File: src/rtl/ramp_adc_pkg.sv
package ramp_adc_pkg;
  typedef enum logic {
    ST_IDLE = 1'b0,
    ST_RUN  = 1'b1
  } ramp_state_e;
endpackage

File: src/rtl/ramp_sync.sv
// Flop chain that brings the asynchronous comparator into the clock domain.
module ramp_sync #(
  parameter int STAGES = 2
) (
  input  logic clk,
  input  logic rst,
  input  logic d_i,
  output logic q_o
);
  logic [STAGES-1:0] chain_q;

  generate
    for (genvar s = 0; s < STAGES; s++) begin : g_stage
      if (s == 0) begin : g_first
        always_ff @(posedge clk) begin
          if (rst) chain_q[s] <= 1'b1;
          else     chain_q[s] <= d_i;
        end
      end else begin : g_rest
        always_ff @(posedge clk) begin
          if (rst) chain_q[s] <= 1'b1;
          else     chain_q[s] <= chain_q[s-1];
        end
      end
    end
  endgenerate

  assign q_o = chain_q[STAGES-1];
endmodule

File: src/rtl/ramp_align.sv
// Delays each issued code and its validity so they line up with the
// synchronized comparator bit. Flush empties the line on completion.
module ramp_align #(
  parameter int CODE_W = 8,
  parameter int STAGES = 2
) (
  input  logic              clk,
  input  logic              rst,
  input  logic [CODE_W-1:0] code_i,
  input  logic              vld_i,
  input  logic              flush_i,
  output logic [CODE_W-1:0] code_o,
  output logic              vld_o
);
  logic [CODE_W-1:0] code_q [STAGES];
  logic [STAGES-1:0] vld_q;

  generate
    for (genvar s = 0; s < STAGES; s++) begin : g_stage
      logic [CODE_W-1:0] code_in;
      logic              vld_in;
      if (s == 0) begin : g_first
        assign code_in = code_i;
        assign vld_in  = vld_i;
      end else begin : g_rest
        assign code_in = code_q[s-1];
        assign vld_in  = vld_q[s-1];
      end
      always_ff @(posedge clk) begin
        if (rst) begin
          code_q[s] <= '0;
          vld_q[s]  <= 1'b0;
        end else begin
          code_q[s] <= code_in;
          vld_q[s]  <= vld_in & ~flush_i;
        end
      end
    end
  endgenerate

  assign code_o = code_q[STAGES-1];
  assign vld_o  = vld_q[STAGES-1];
endmodule

File: src/rtl/ramp_counter.sv
// Saturating up-counter with synchronous clear.
module ramp_counter #(
  parameter int CODE_W = 8
) (
  input  logic              clk,
  input  logic              rst,
  input  logic              clr_i,
  input  logic              adv_i,
  output logic [CODE_W-1:0] cnt_o,
  output logic              at_max_o
);
  logic [CODE_W-1:0] cnt_q;

  always_ff @(posedge clk) begin
    if (rst || clr_i)             cnt_q <= '0;
    else if (adv_i && !at_max_o)  cnt_q <= cnt_q + 1'b1;
  end

  assign cnt_o    = cnt_q;
  assign at_max_o = &cnt_q;

  AST_CNT_NO_WRAP: assert property (@(posedge clk) disable iff (rst)
    ($past(at_max_o) && !$past(clr_i)) |-> at_max_o);
endmodule

File: src/rtl/ramp_adc_ctrl.sv
module ramp_adc_ctrl #(
  parameter int CODE_W      = 8,
  parameter int SYNC_STAGES = 2
) (
  input  logic              clk,
  input  logic              rst,
  input  logic              start_i,
  input  logic              cmp_below_i,
  output logic [CODE_W-1:0] dac_code_o,
  output logic              busy_o,
  output logic              done_o,
  output logic [CODE_W-1:0] result_o,
  output logic              start_lost_o
);
  import ramp_adc_pkg::*;

  localparam logic [CODE_W-1:0] CODE_MAX = '1;

  ramp_state_e       state_q;
  logic              cmp_s;
  logic [CODE_W-1:0] cnt;
  logic              at_max;
  logic [CODE_W-1:0] code_d;
  logic              vld_d;
  logic              finish;
  logic              accept;
  logic              running;
  logic [CODE_W-1:0] result_q;
  logic              done_q;
  logic              lost_q;

  assign running = (state_q == ST_RUN);
  assign accept  = !running && start_i;
  // Conversion ends on the first valid "not below" reading, or when the
  // top code has been seen without a trip.
  assign finish  = running && vld_d && (!cmp_s || (code_d == CODE_MAX));

  ramp_sync #(.STAGES(SYNC_STAGES)) u_sync (
    .clk (clk),
    .rst (rst),
    .d_i (cmp_below_i),
    .q_o (cmp_s)
  );

  ramp_counter #(.CODE_W(CODE_W)) u_cnt (
    .clk      (clk),
    .rst      (rst),
    .clr_i    (accept || finish),
    .adv_i    (running && !finish),
    .cnt_o    (cnt),
    .at_max_o (at_max)
  );

  ramp_align #(.CODE_W(CODE_W), .STAGES(SYNC_STAGES)) u_align (
    .clk     (clk),
    .rst     (rst),
    .code_i  (cnt),
    .vld_i   (running),
    .flush_i (finish),
    .code_o  (code_d),
    .vld_o   (vld_d)
  );

  always_ff @(posedge clk) begin
    if (rst) begin
      state_q  <= ST_IDLE;
      result_q <= '0;
      done_q   <= 1'b0;
      lost_q   <= 1'b0;
    end else begin
      done_q <= finish;
      lost_q <= running && start_i;
      if (finish) begin
        state_q  <= ST_IDLE;
        result_q <= code_d;
      end else if (accept) begin
        state_q  <= ST_RUN;
      end
    end
  end

  assign dac_code_o   = cnt;
  assign busy_o       = running;
  assign done_o       = done_q;
  assign result_o     = result_q;
  assign start_lost_o = lost_q;

  AST_RAMP_STEP: assert property (@(posedge clk) disable iff (rst)
    (busy_o && $past(busy_o)) |->
      (dac_code_o == (($past(dac_code_o) == CODE_MAX) ? CODE_MAX
                                                      : $past(dac_code_o) + 1'b1)));
  AST_START_FROM_ZERO: assert property (@(posedge clk) disable iff (rst)
    $rose(busy_o) |-> (dac_code_o == '0));
  AST_IDLE_CODE_ZERO: assert property (@(posedge clk) disable iff (rst)
    !busy_o |-> (dac_code_o == '0));
  AST_LOST_ONLY_BUSY: assert property (@(posedge clk) disable iff (rst)
    start_lost_o |-> $past(busy_o));
  AST_DONE_PULSE: assert property (@(posedge clk) disable iff (rst)
    done_o |=> !done_o);
  AST_DONE_NOT_BUSY: assert property (@(posedge clk) disable iff (rst)
    done_o |-> !busy_o);
  AST_RESULT_HOLD: assert property (@(posedge clk) disable iff (rst)
    !done_o |-> $stable(result_o));
endmodule

File: config.mk
export PLATFORM = sky130hd
export DESIGN_NAME = ramp_adc_ctrl
export DESIGN_NICKNAME = d
export VERILOG_FILES = /design/src/rtl/ramp_adc_pkg.sv /design/src/rtl/ramp_sync.sv /design/src/rtl/ramp_align.sv /design/src/rtl/ramp_counter.sv /design/src/rtl/ramp_adc_ctrl.sv
export SDC_FILE = /design/constraint.sdc
export NUM_CORES = 1
export LEC_CHECK = 0
export BUFFER_PORTS_ARGS = -buffer_cell sky130_fd_sc_hd__buf_4
export CELL_PAD_IN_SITES_DETAIL_PLACEMENT = 1
export CELL_PAD_IN_SITES_GLOBAL_PLACEMENT = 2
export CORE_MARGIN = 2
export CORE_UTILIZATION = 34
export CTS_CLUSTER_DIAMETER = 50
export DETAILED_ROUTE_END_ITERATION = 10
export PLACE_DENSITY = 0.76
export SLEW_MARGIN = 15
export SYNTH_ARGS = -nofsm -noshare
export SYNTH_HDL_FRONTEND = slang
export SYNTH_SLANG_ARGS = --single-unit
File: constraint.sdc
create_clock -name clk -period 1.8 [get_ports clk]
set_input_delay 0.09 -clock clk [delete_from_list [all_inputs] [get_ports clk]]
set_output_delay 0.09 -clock clk [all_outputs]
set_load 0.005 [all_outputs]
---- Word level (Yosys, flattened, before mapping) ----
Memories as Yosys holds them, arrays and structs flattened.
Index checks and enable logic that the tools add are counted.
Widths: inputs -> output; s select.
storage, ports and cells
  RAM bits ................................ 16
  word-level logic and storage cells ...... 37
  register bits ........................... 23
  output and inout bits ................... 19
  memories kept ........................... 1
  input bits .............................. 4
cells by class
  bitwise operators ....................... 5
  equality and inequality tests ........... 1
  reductions and logical operators ........ 15
  multiplexer cells ....................... 5
  $add $sub $neg .......................... 1
memories
  name            depth  bits a word  read ports  clocked after memory_dff  write ports  RTL line          source
  u_align.code_q  2      8            2           0                         2            ramp_align.sv:15  logic [CODE_W-1:0] code_q [STAGES];
operators with widths
  cell                 count
  $mux 8               2
  $add 8x1->8 const B  1
  $eq 8x8->1 const B   1
  $reduce_and 8->1     1
  $logic_and 1x1->1    6
  $logic_not 1->1      4
  $logic_or 1x1->1     3
  $mux 1               3
  $and 1x1->1          2
  $or 1x1->1           2
  $reduce_or 2->1      1
  $not 1->1            1

---- Depth between registers and ports, before layout ----
Gate-level depths: netlist of run 1.
  depth after elaboration ................. 6
  gate-level depth with buffers ........... 5
  depth with buffers taken out ............ 5

---- Cells and area by module ----
From an unflattened synthesis of run 1, not the netlist that was laid out.
unflattened totals
  cells, all modules ...................... 164
  area, all modules ....................... 1695.4 um^2
by module, submodules not included
  module         area each (um^2)  instances  cells each
  ramp_adc_ctrl  713.2             1          74
  ramp_align     504.2             1          37
  ramp_counter   425.4             1          49
  ramp_sync      52.6              1          4

---- Worst setup path after synthesis of run 1 ----
No wires, ideal clock.
  kind .................................... register to register
  start point ............................. register u_cnt.cnt_q[0] (netlist: u_cnt.cnt_o[0])
  end point ............................... register u_cnt.cnt_q[3] (netlist: u_cnt.cnt_o[3])
  path buffers ............................ 0
  setup slack ............................. 0.297 ns
  clock period less this slack ............ 1.503 ns
  arrival ................................. 1.432 ns
  stages on the path, launching flop included .. 6
  path through ............................ dfxtp_1 ha_1 a41oi_4 o21ai_2 or3_1 a21oi_1
between the ends
  longest elaborated chain between the ends .. 3
  elaborated cells on any way between the ends .. 4
ends and longest elaborated chain
  what                                                 RTL line            source
  start, declared                                      ramp_counter.sv:12  logic [CODE_W-1:0] cnt_q;
  start signal, assigned                               ramp_counter.sv:16  else if (adv_i && !at_max_o) cnt_q <= cnt_q + 1'b1;
  branches (longest 3 deep; another with $add 8x1->8)  --
Parallel ways; which one is timed is not known.
A chain may end at the register's enable or synchronous reset.

---- Worst setup path after layout of run 1 ----
Same ends and word-level chain as after synthesis.

==> results of run 1 <==
-- what timing repair did --
action	in CTS	in global routing
setup endpoints to repair	0	1
hold endpoints to repair	1	0
hold buffers	1	0
gates resized for setup	0	1
-- state kept, by name, summed over array words and instances (netlist names) --
name and cells:
done_o 1, result_o 8, busy_o 1, start_lost_o 1
u_sync.q_o 1, u_cnt.cnt_o 8, u_align.g_stage.vld_in 1, u_align.code_q 16
u_sync.chain_q 1, u_align.vld_o 1
-- layout make-up --
| class | instances | area share (%) |
|---|---|---|
| tap | 48 | 3.52 |
| inverter | 4 | 0.880 |
| clock inverter | 1 | 1.76 |
| clock buffer | 6 | 4.26 |
| multi-input combinational | 85 | 32.2 |
| sequential | 39 | 45.8 |
| timing repair buffer | 26 | 11.6 |
-- worst register-to-register path, delay by kind of cell, from the launching register on --
kind                     cells  cell delay, ns
AO/OA/AOI/OAI                3            0.52
adder cells (fa/ha/maj)      1            0.26
flip-flops                   1            0.39
AND/OR/NAND/NOR              1            0.37
-- stage by stage --
| stage | util [%] | hold WS [ns] | worst slack, ns | power, mW |
|---|---|---|---|---|
| 2_1_floorplan | - | 0.194 | 0.297 | 0.951 |
| 3_5_place_dp | 42.5 | 0.282 | 0.139 | 0.989 |
| 6_report | 45.6 | 0.0564 | 0.187 | 1.66 |
| 3_3_place_gp | 42.5 | 0.280 | 0.239 | 0.986 |
| 5_1_grt | 45.6 | 0.0473 | 0.0703 | 1.74 |
| 4_1_cts | 45.5 | 0.0521 | 0.117 | 1.68 |
-- metal layers --
metal  GRT usage, %  up-vias  part of all wire, %
met5              0        -                    0
met4           5.36        0                 0.63
met3           6.25        2                  4.8
met2           23.9       20                   48
met1           17.0      456                   46
li1               -      497                    -
-- power by group through the flow --
| stage | Combinational [mW] | Clock, mW | Sequential [mW] |
|---|---|---|---|
| 3_3_place_gp | 0.0790 | 0 | 0.907 |
| 4_1_cts | 0.0826 | 0.708 | 0.889 |
| 3_5_place_dp | 0.0800 | 0 | 0.909 |
| 6_report | 0.0807 | 0.689 | 0.889 |
| 2_1_floorplan | 0.0440 | 0 | 0.907 |
| 5_1_grt | 0.0928 | 0.752 | 0.891 |
-- cells by family (layout without fill, tap and decap cells) --
kind of cell | count (synthesis) | after routing | share of synthesized area [%]
XOR/XNOR | 2 | 2 | 1.29
multiplexers | 8 | 8 | 5.92
buffers and inverters | 7 | 37 | 1.94
AND/OR/NAND/NOR | 54 | 54 | 21.7
AO/OA/AOI/OAI | 20 | 20 | 10.5
flip-flops | 39 | 39 | 57.7
adder cells (fa/ha/maj) | 1 | 1 | 0.924
-- path summary, 6_finish.rpt --
kind / from / to / slack, ns / cells past startpoint
min: start_i / start_lost_o / 0.06 / 3
min reg2reg: u_sync.chain_q[0] / u_sync.q_o / 0.42 / 1
max: u_cnt.cnt_o[0] / u_cnt.cnt_o[3] / 0.19 / 5
max reg2reg: u_cnt.cnt_o[0] / u_cnt.cnt_o[3] / 0.19 / 5
-- synth_stat cells, drive strengths merged --
master,n
or3,4
a21boi,1
buf,1
o211ai,1
o21a,1
ha,1
nor2,16
a211oi,2
inv,4
a41oi,1
and3,1
nand4,4
dfxtp,39
and4,1
o21ai,6
and2,1
mux2i,8
nand2,5
clkbuf,2
a21oi,8
or2,2
nand3,3
xor2,1
xnor2,1
nor2b,17
==> out/qor.txt, run 1 <==
YOSYS
----------------------------------------------------------------------------------------------------
Number of distinct library cells after synthesis                                                  28
Proportion of netlist area held by the largest area contributor                                57.7%
Average cell area after synthesis                                                         10.3 sq um
Synthesis warning total                                                                            0
Register area share after synthesis                                                            57.7%
Register bit total from synthesis                                                                 39
Synthesized Nets                                                                                 136
Cell area after synthesis                                                                 1350 sq um
Area contributors post-synth                                                            dfxtp_1 58%, nor2b_1 7.9%, mux2i_1 5.9%
Gate count of the mapped netlist                                                                 131
Library cell occupying the most area in the post-synthesis netlist                           dfxtp_1

FLOORPLANNING
----------------------------------------------------------------------------------------------------
Placeable core area                                                                       3740 sq um
Die extent in x                                                                              67.1 um
Effective utilization at floorplan                                                             36.2%
Die outline area                                                                          4500 sq um
Count of boundary I/O pins                                                                        23
Die height                                                                                   67.1 um
Cell row count                                                                                    22

WORST SETUP PATH
----------------------------------------------------------------------------------------------------
Maximum cell stage delay along the critical path                                             0.39 ns
Crit start category                                                                             flop
Buffers and inverters on the worst path                                                            0
Arrival time at the worst endpoint                                                           1.83 ns
Worst Path Max Fanout                                                                              9
Cell-by-cell trace of the critical path                                                 ha_2 -> a41oi_4 -> o21ai_2 -> or3_1 -> a21oi_1
Critical-path cell with the highest stage delay                                              dfxtp_1
Type of element capturing the critical path                                                     flop
Type of the worst setup path                                                                 reg2reg
Required time at the endpoint of the critical path                                           2.02 ns
Category of cells accounting for the largest share of critical-path delay               compound AO/OA/AOI/OAI gates

POWER AND IR DROP
----------------------------------------------------------------------------------------------------
Design internal power                                                                        1.32 mW
Comb power frac                                                                                 4.9%
Power Density                                                                            973 nW/um^2
Sw Share                                                                                       20.5%
Proportion of power drawn by the clock network                                                 41.5%
Flop pwr share                                                                                 53.6%
Leak Pwr                                                                                    0.659 nW
Max IR drop VDD                                                                             0.374 mV
Net switching component of the power                                                        0.340 mW

CTS
----------------------------------------------------------------------------------------------------
H-Tree Depth                                                                                       2
CTS tree                                                                                       built
CTS sink count                                                                                    39
Post-CTS Setup Bufs                                                                                0
Maximum buffer depth of the clock tree                                                             2
Number of CTS-inserted buffers                                                                     5
Later-pin clock latency in the skew report                                                   0.28 ns
Clock-pin slew reported for the worst setup and hold paths after clock tree synthesis        0.07 ns
CTS Root Cell                                                                               clkbuf_8

GLOBAL ROUTE
----------------------------------------------------------------------------------------------------
Global-route wire length before repair                                                       4.67 mm
Total GRT Usage                                                                                14.6%
Pin count of the biggest net entering global routing                                              31
Global-route congestion overflow total                                                             0
Via count of the first global-routing pass                                                       980
Antenna violations before repair                                                                   0

STA
----------------------------------------------------------------------------------------------------
Setup clock skew after layout                                                             0.00336 ns
Setup TNS                                                                                       0 ns
Final setup vio count                                                                              0
Hold violation total from the final report                                                         0
Relative slew slack                                                                            76.1%
Count of final max-slew check failures                                                             0
Peak Freq                                                                                    620 MHz
Clock period minus worst slack                                                               1.61 ns
Final period utilization                                                                       89.6%
Slew at the pin closest to its max-slew limit                                               0.357 ns
RSZ-0062 raised after global routing                                                              no

FINAL LAYOUT
----------------------------------------------------------------------------------------------------
Sequential cell area                                                                       781 sq um
Fin cells                                                                                        209
Ratio of cells with drive above 1 in the final layout                                          24.2%
Summed area of non-filler cells in the final layout                                       1710 sq um
Area growth from synthesis to layout                                                           26.0%
N_diodes                                                                                           0
Net total in the final layout                                                                    166
Commonest non-fill, non-tap cells in the layout                                         39 x dfxtp_1, 25 x buf_4, 17 x nor2b_1
FILL cells                                                                                       447
Multi-input combinational cell area                                                        549 sq um
Most common cell after layout, fill and taps aside                                           dfxtp_1

PLACE
----------------------------------------------------------------------------------------------------
Global placement routability congestion                                                        0.822
HPWL Detailed                                                                                2.02 mm
Number of buffers added on ports                                                                  22
Total placed cells including tap cells                                                           201
Placed standard-cell area                                                                 1590 sq um

JOB
----------------------------------------------------------------------------------------------------
Total of max-cap violations                                                                        0

RUN STATUS
----------------------------------------------------------------------------------------------------
Result of the run                                                                          completed

ROUTING
----------------------------------------------------------------------------------------------------
Post-detailed-route via-to-cell ratio                                                           4.67
Number of search-and-repair iterations in the first detailed-routing pass                          4
Total number of vias                                                                             975
Post-route DRC                                                                                     0
Initial DRC count                                                                                 26
Final wirelength                                                                             2.85 mm
Antenna viol nets, final                                                                           0
Routed length per instance                                                                   13.6 um

WORST HOLD PATH
----------------------------------------------------------------------------------------------------
Class of the tightest hold or removal check                                                   in2reg

No activity file was read; power rests on OpenSTA's default activity.
==> run 2, diff against run 1 <==
TNS_END_PERCENT = 50   (was unset)
clock period = 1.5 ns   (was 1.8 ns; I/O delays follow)
==> out/qor.txt, run 2 (synthesis results as in run 1) <==
WORST SETUP PATH
----------------------------------------------------------------------------------------------------
Reg-to-reg slack, setup                                                                      0.02 ns
Critical-path cell with the highest stage delay                                                or3_4
Startpoint of the lowest-slack register-to-register path                                u_cnt.cnt_o[5]
Arrival time at the worst endpoint                                                           1.70 ns
Type of the worst setup path                                                                 reg2reg
Type of element capturing the critical path                                                     flop
Maximum cell stage delay along the critical path                                             0.38 ns
Category of cells accounting for the largest share of critical-path delay               simple AND/OR/NAND/NOR gates
Buffers and inverters on the worst path                                                            0
Crit start category                                                                             flop
Required time at the endpoint of the critical path                                           1.72 ns
Depth of the worst register-to-register path                                                       5
Destination of the worst register-to-register timing path                               u_cnt.cnt_o[3]
Worst Path Max Fanout                                                                              5
Cell-by-cell trace of the critical path                                                 and4_4 -> a41oi_4 -> o21ai_4 -> or3_4 -> a21oi_2

STA
----------------------------------------------------------------------------------------------------
Relative slew slack                                                                            80.4%
Final period utilization                                                                       98.7%
Clock period minus worst slack                                                               1.48 ns
Setup clock skew after layout                                                             0.00473 ns
Hold violation total from the final report                                                         0
Slew at the pin closest to its max-slew limit                                               0.293 ns
RSZ-0062 raised after global routing                                                             yes
Count of final max-slew check failures                                                             0
Setup slack after layout                                                                   0.0202 ns
Final setup vio count                                                                              0
Peak Freq                                                                                    676 MHz

FINAL LAYOUT
----------------------------------------------------------------------------------------------------
Commonest non-fill, non-tap cells in the layout                                         35 x buf_4, 30 x dfxtp_1, 17 x nor2b_1
Net total in the final layout                                                                    180
N_diodes                                                                                           0
Ratio of cells with drive above 1 in the final layout                                          39.2%
Area growth from synthesis to layout                                                           40.5%
Most common cell after layout, fill and taps aside                                             buf_4
Core utilization of the finished layout                                                        50.8%
Flip-flop count of the largest register, all copies and words added                               16
Largest reg by FF count                                                                 u_align.code_q

FLOORPLANNING
----------------------------------------------------------------------------------------------------
Count of boundary I/O pins                                                                        23
Die outline area                                                                          4500 sq um
Placeable core area                                                                       3740 sq um
Die extent in x                                                                              67.1 um
Die height                                                                                   67.1 um
Effective utilization at floorplan                                                             36.2%
Cell row count                                                                                    22

POWER AND IR DROP
----------------------------------------------------------------------------------------------------
Power Density                                                                            980 nW/um^2
Max IR drop VDD                                                                             0.470 mV
Leak Pwr                                                                                    0.750 nW

PLACE
----------------------------------------------------------------------------------------------------
Global placement routability congestion                                                        0.788
Number of buffers added on ports                                                                  22
Setup WS pre-CTS                                                                          -0.0121 ns
HPWL Detailed                                                                                2.14 mm

GLOBAL ROUTE
----------------------------------------------------------------------------------------------------
Global-route wire length before repair                                                       4.92 mm
Global-route congestion overflow total                                                             0
Antenna violations before repair                                                                   0
Pin count of the biggest net entering global routing                                              31
Total GRT Usage                                                                                15.1%
Via count of the first global-routing pass                                                      1106

ROUTING
----------------------------------------------------------------------------------------------------
Post-detailed-route via-to-cell ratio                                                           4.73
Antenna viol nets, final                                                                           0
Final wirelength                                                                             3.23 mm
Routed length per instance                                                                   14.4 um
Initial DRC count                                                                                 27
Number of search-and-repair iterations in the first detailed-routing pass                          4
Total number of vias                                                                            1060
Post-route DRC                                                                                     0

CTS
----------------------------------------------------------------------------------------------------
Later-pin clock latency in the skew report                                                   0.28 ns
H-Tree Depth                                                                                       2
CTS tree                                                                                       built
CTS Root Cell                                                                               clkbuf_8
CTS sink count                                                                                    39
Maximum buffer depth of the clock tree                                                             2
Clock-pin slew reported for the worst setup and hold paths after clock tree synthesis        0.07 ns
Number of CTS-inserted buffers                                                                     5

WORST HOLD PATH
----------------------------------------------------------------------------------------------------
Class of the tightest hold or removal check                                                   in2reg
Worst hold path startpoint                                                                   start_i
Number of stages on the worst hold path                                                            3
Hold Crit Endpoint                                                                      start_lost_o

RUN STATUS
----------------------------------------------------------------------------------------------------
Result of the run                                                                          completed

JOB
----------------------------------------------------------------------------------------------------
Total of max-cap violations                                                                        0

-- run 2: cell types whose count changed in the layout (fill, tap and decap cells not counted), moves of 2 or more --
cell     delta
dfxtp_1     -9
dfxtp_2     +9
buf_12      +2
buf_4      +10
or3_1       -2
a21oi_2     +3
or3_4       +2
a21oi_1     -3
-- run 2: worst max-delay path by stage --
stage,slack (ns),start,depth (start not counted),to
after floorplan,0.05,u_cnt.cnt_o[0],5,u_cnt.cnt_o[4]
after global placement,0.1,u_cnt.cnt_o[5],5,u_cnt.cnt_o[4]
after detailed placement,-0.01,u_cnt.cnt_o[0],5,u_cnt.cnt_o[3]
after CTS,-0.007,u_cnt.cnt_o[1],5,u_cnt.cnt_o[3]
after global routing,-0.04,u_align.code_q[1][5],6,result_o[0]
final,0.02,u_cnt.cnt_o[5],5,u_cnt.cnt_o[3]
-- run 2: worst reg2reg max path, delay by kind of cell, from the launching register on --
family	cells	cell delay (ns)
flops	1	0.32
compound gates	3	0.52
simple gates	2	0.58
-- run 2: cell type report --
| class | instances | area [sq um] |
|---|---|---|
| fill | 446 | 1840 |
| sequential | 39 | 792 |
| multi-input combinational | 86 | 616 |
| timing repair buffer | 39 | 338 |
| clock buffer | 7 | 76.3 |
| tap | 48 | 60.1 |
| inverter | 4 | 15.0 |
| clock inverter | 1 | 5.00 |
-- run 2: report_power, final --
part / internal, mW / total [mW] / switching, mW
Combinational: 0.0660 / 0.137 / 0.0713
Clock: 0.326 / 0.661 / 0.335
Sequential: 1.05 / 1.06 / 0.0116
Total: 1.44 / 1.86 / 0.418
-- run 2: timing repair --
action	in CTS	in global routing
gates resized for setup	4	17
gates cloned	1	1
hold buffers	1	0
hold endpoints to repair	1	0
setup buffers	2	2
setup endpoints to repair	2	13
pin swaps	3	8
-- run 2: metal layers --
layer / vias to the layer above / share of wire, % / track usage, %
li1: 532 / - / -
met1: 504 / 43 / 16.2
met2: 22 / 52 / 26.7
met3: 2 / 4.1 / 4.22
met4: 0 / 0.56 / 7.65
met5: - / 0 / 0
-- run 2: stage by stage --
stage | hold slack [ns] | instance area (sq um) | total power, mW | std cells | setup TNS [ns]
final | 0.0359 | 1900 | 1.86 | 224 | 0
after global routing | 0.0318 | 1900 | 1.94 | 224 | -0.281
after CTS | 0.0321 | 1800 | 1.87 | 221 | -0.00723
after detailed placement | 0.267 | 1670 | 1.20 | 209 | -0.0121
after global placement | 0.265 | 1670 | 1.19 | 209 | 0
after floorplan | 0.179 | 1360 | 1.14 | 131 | 0
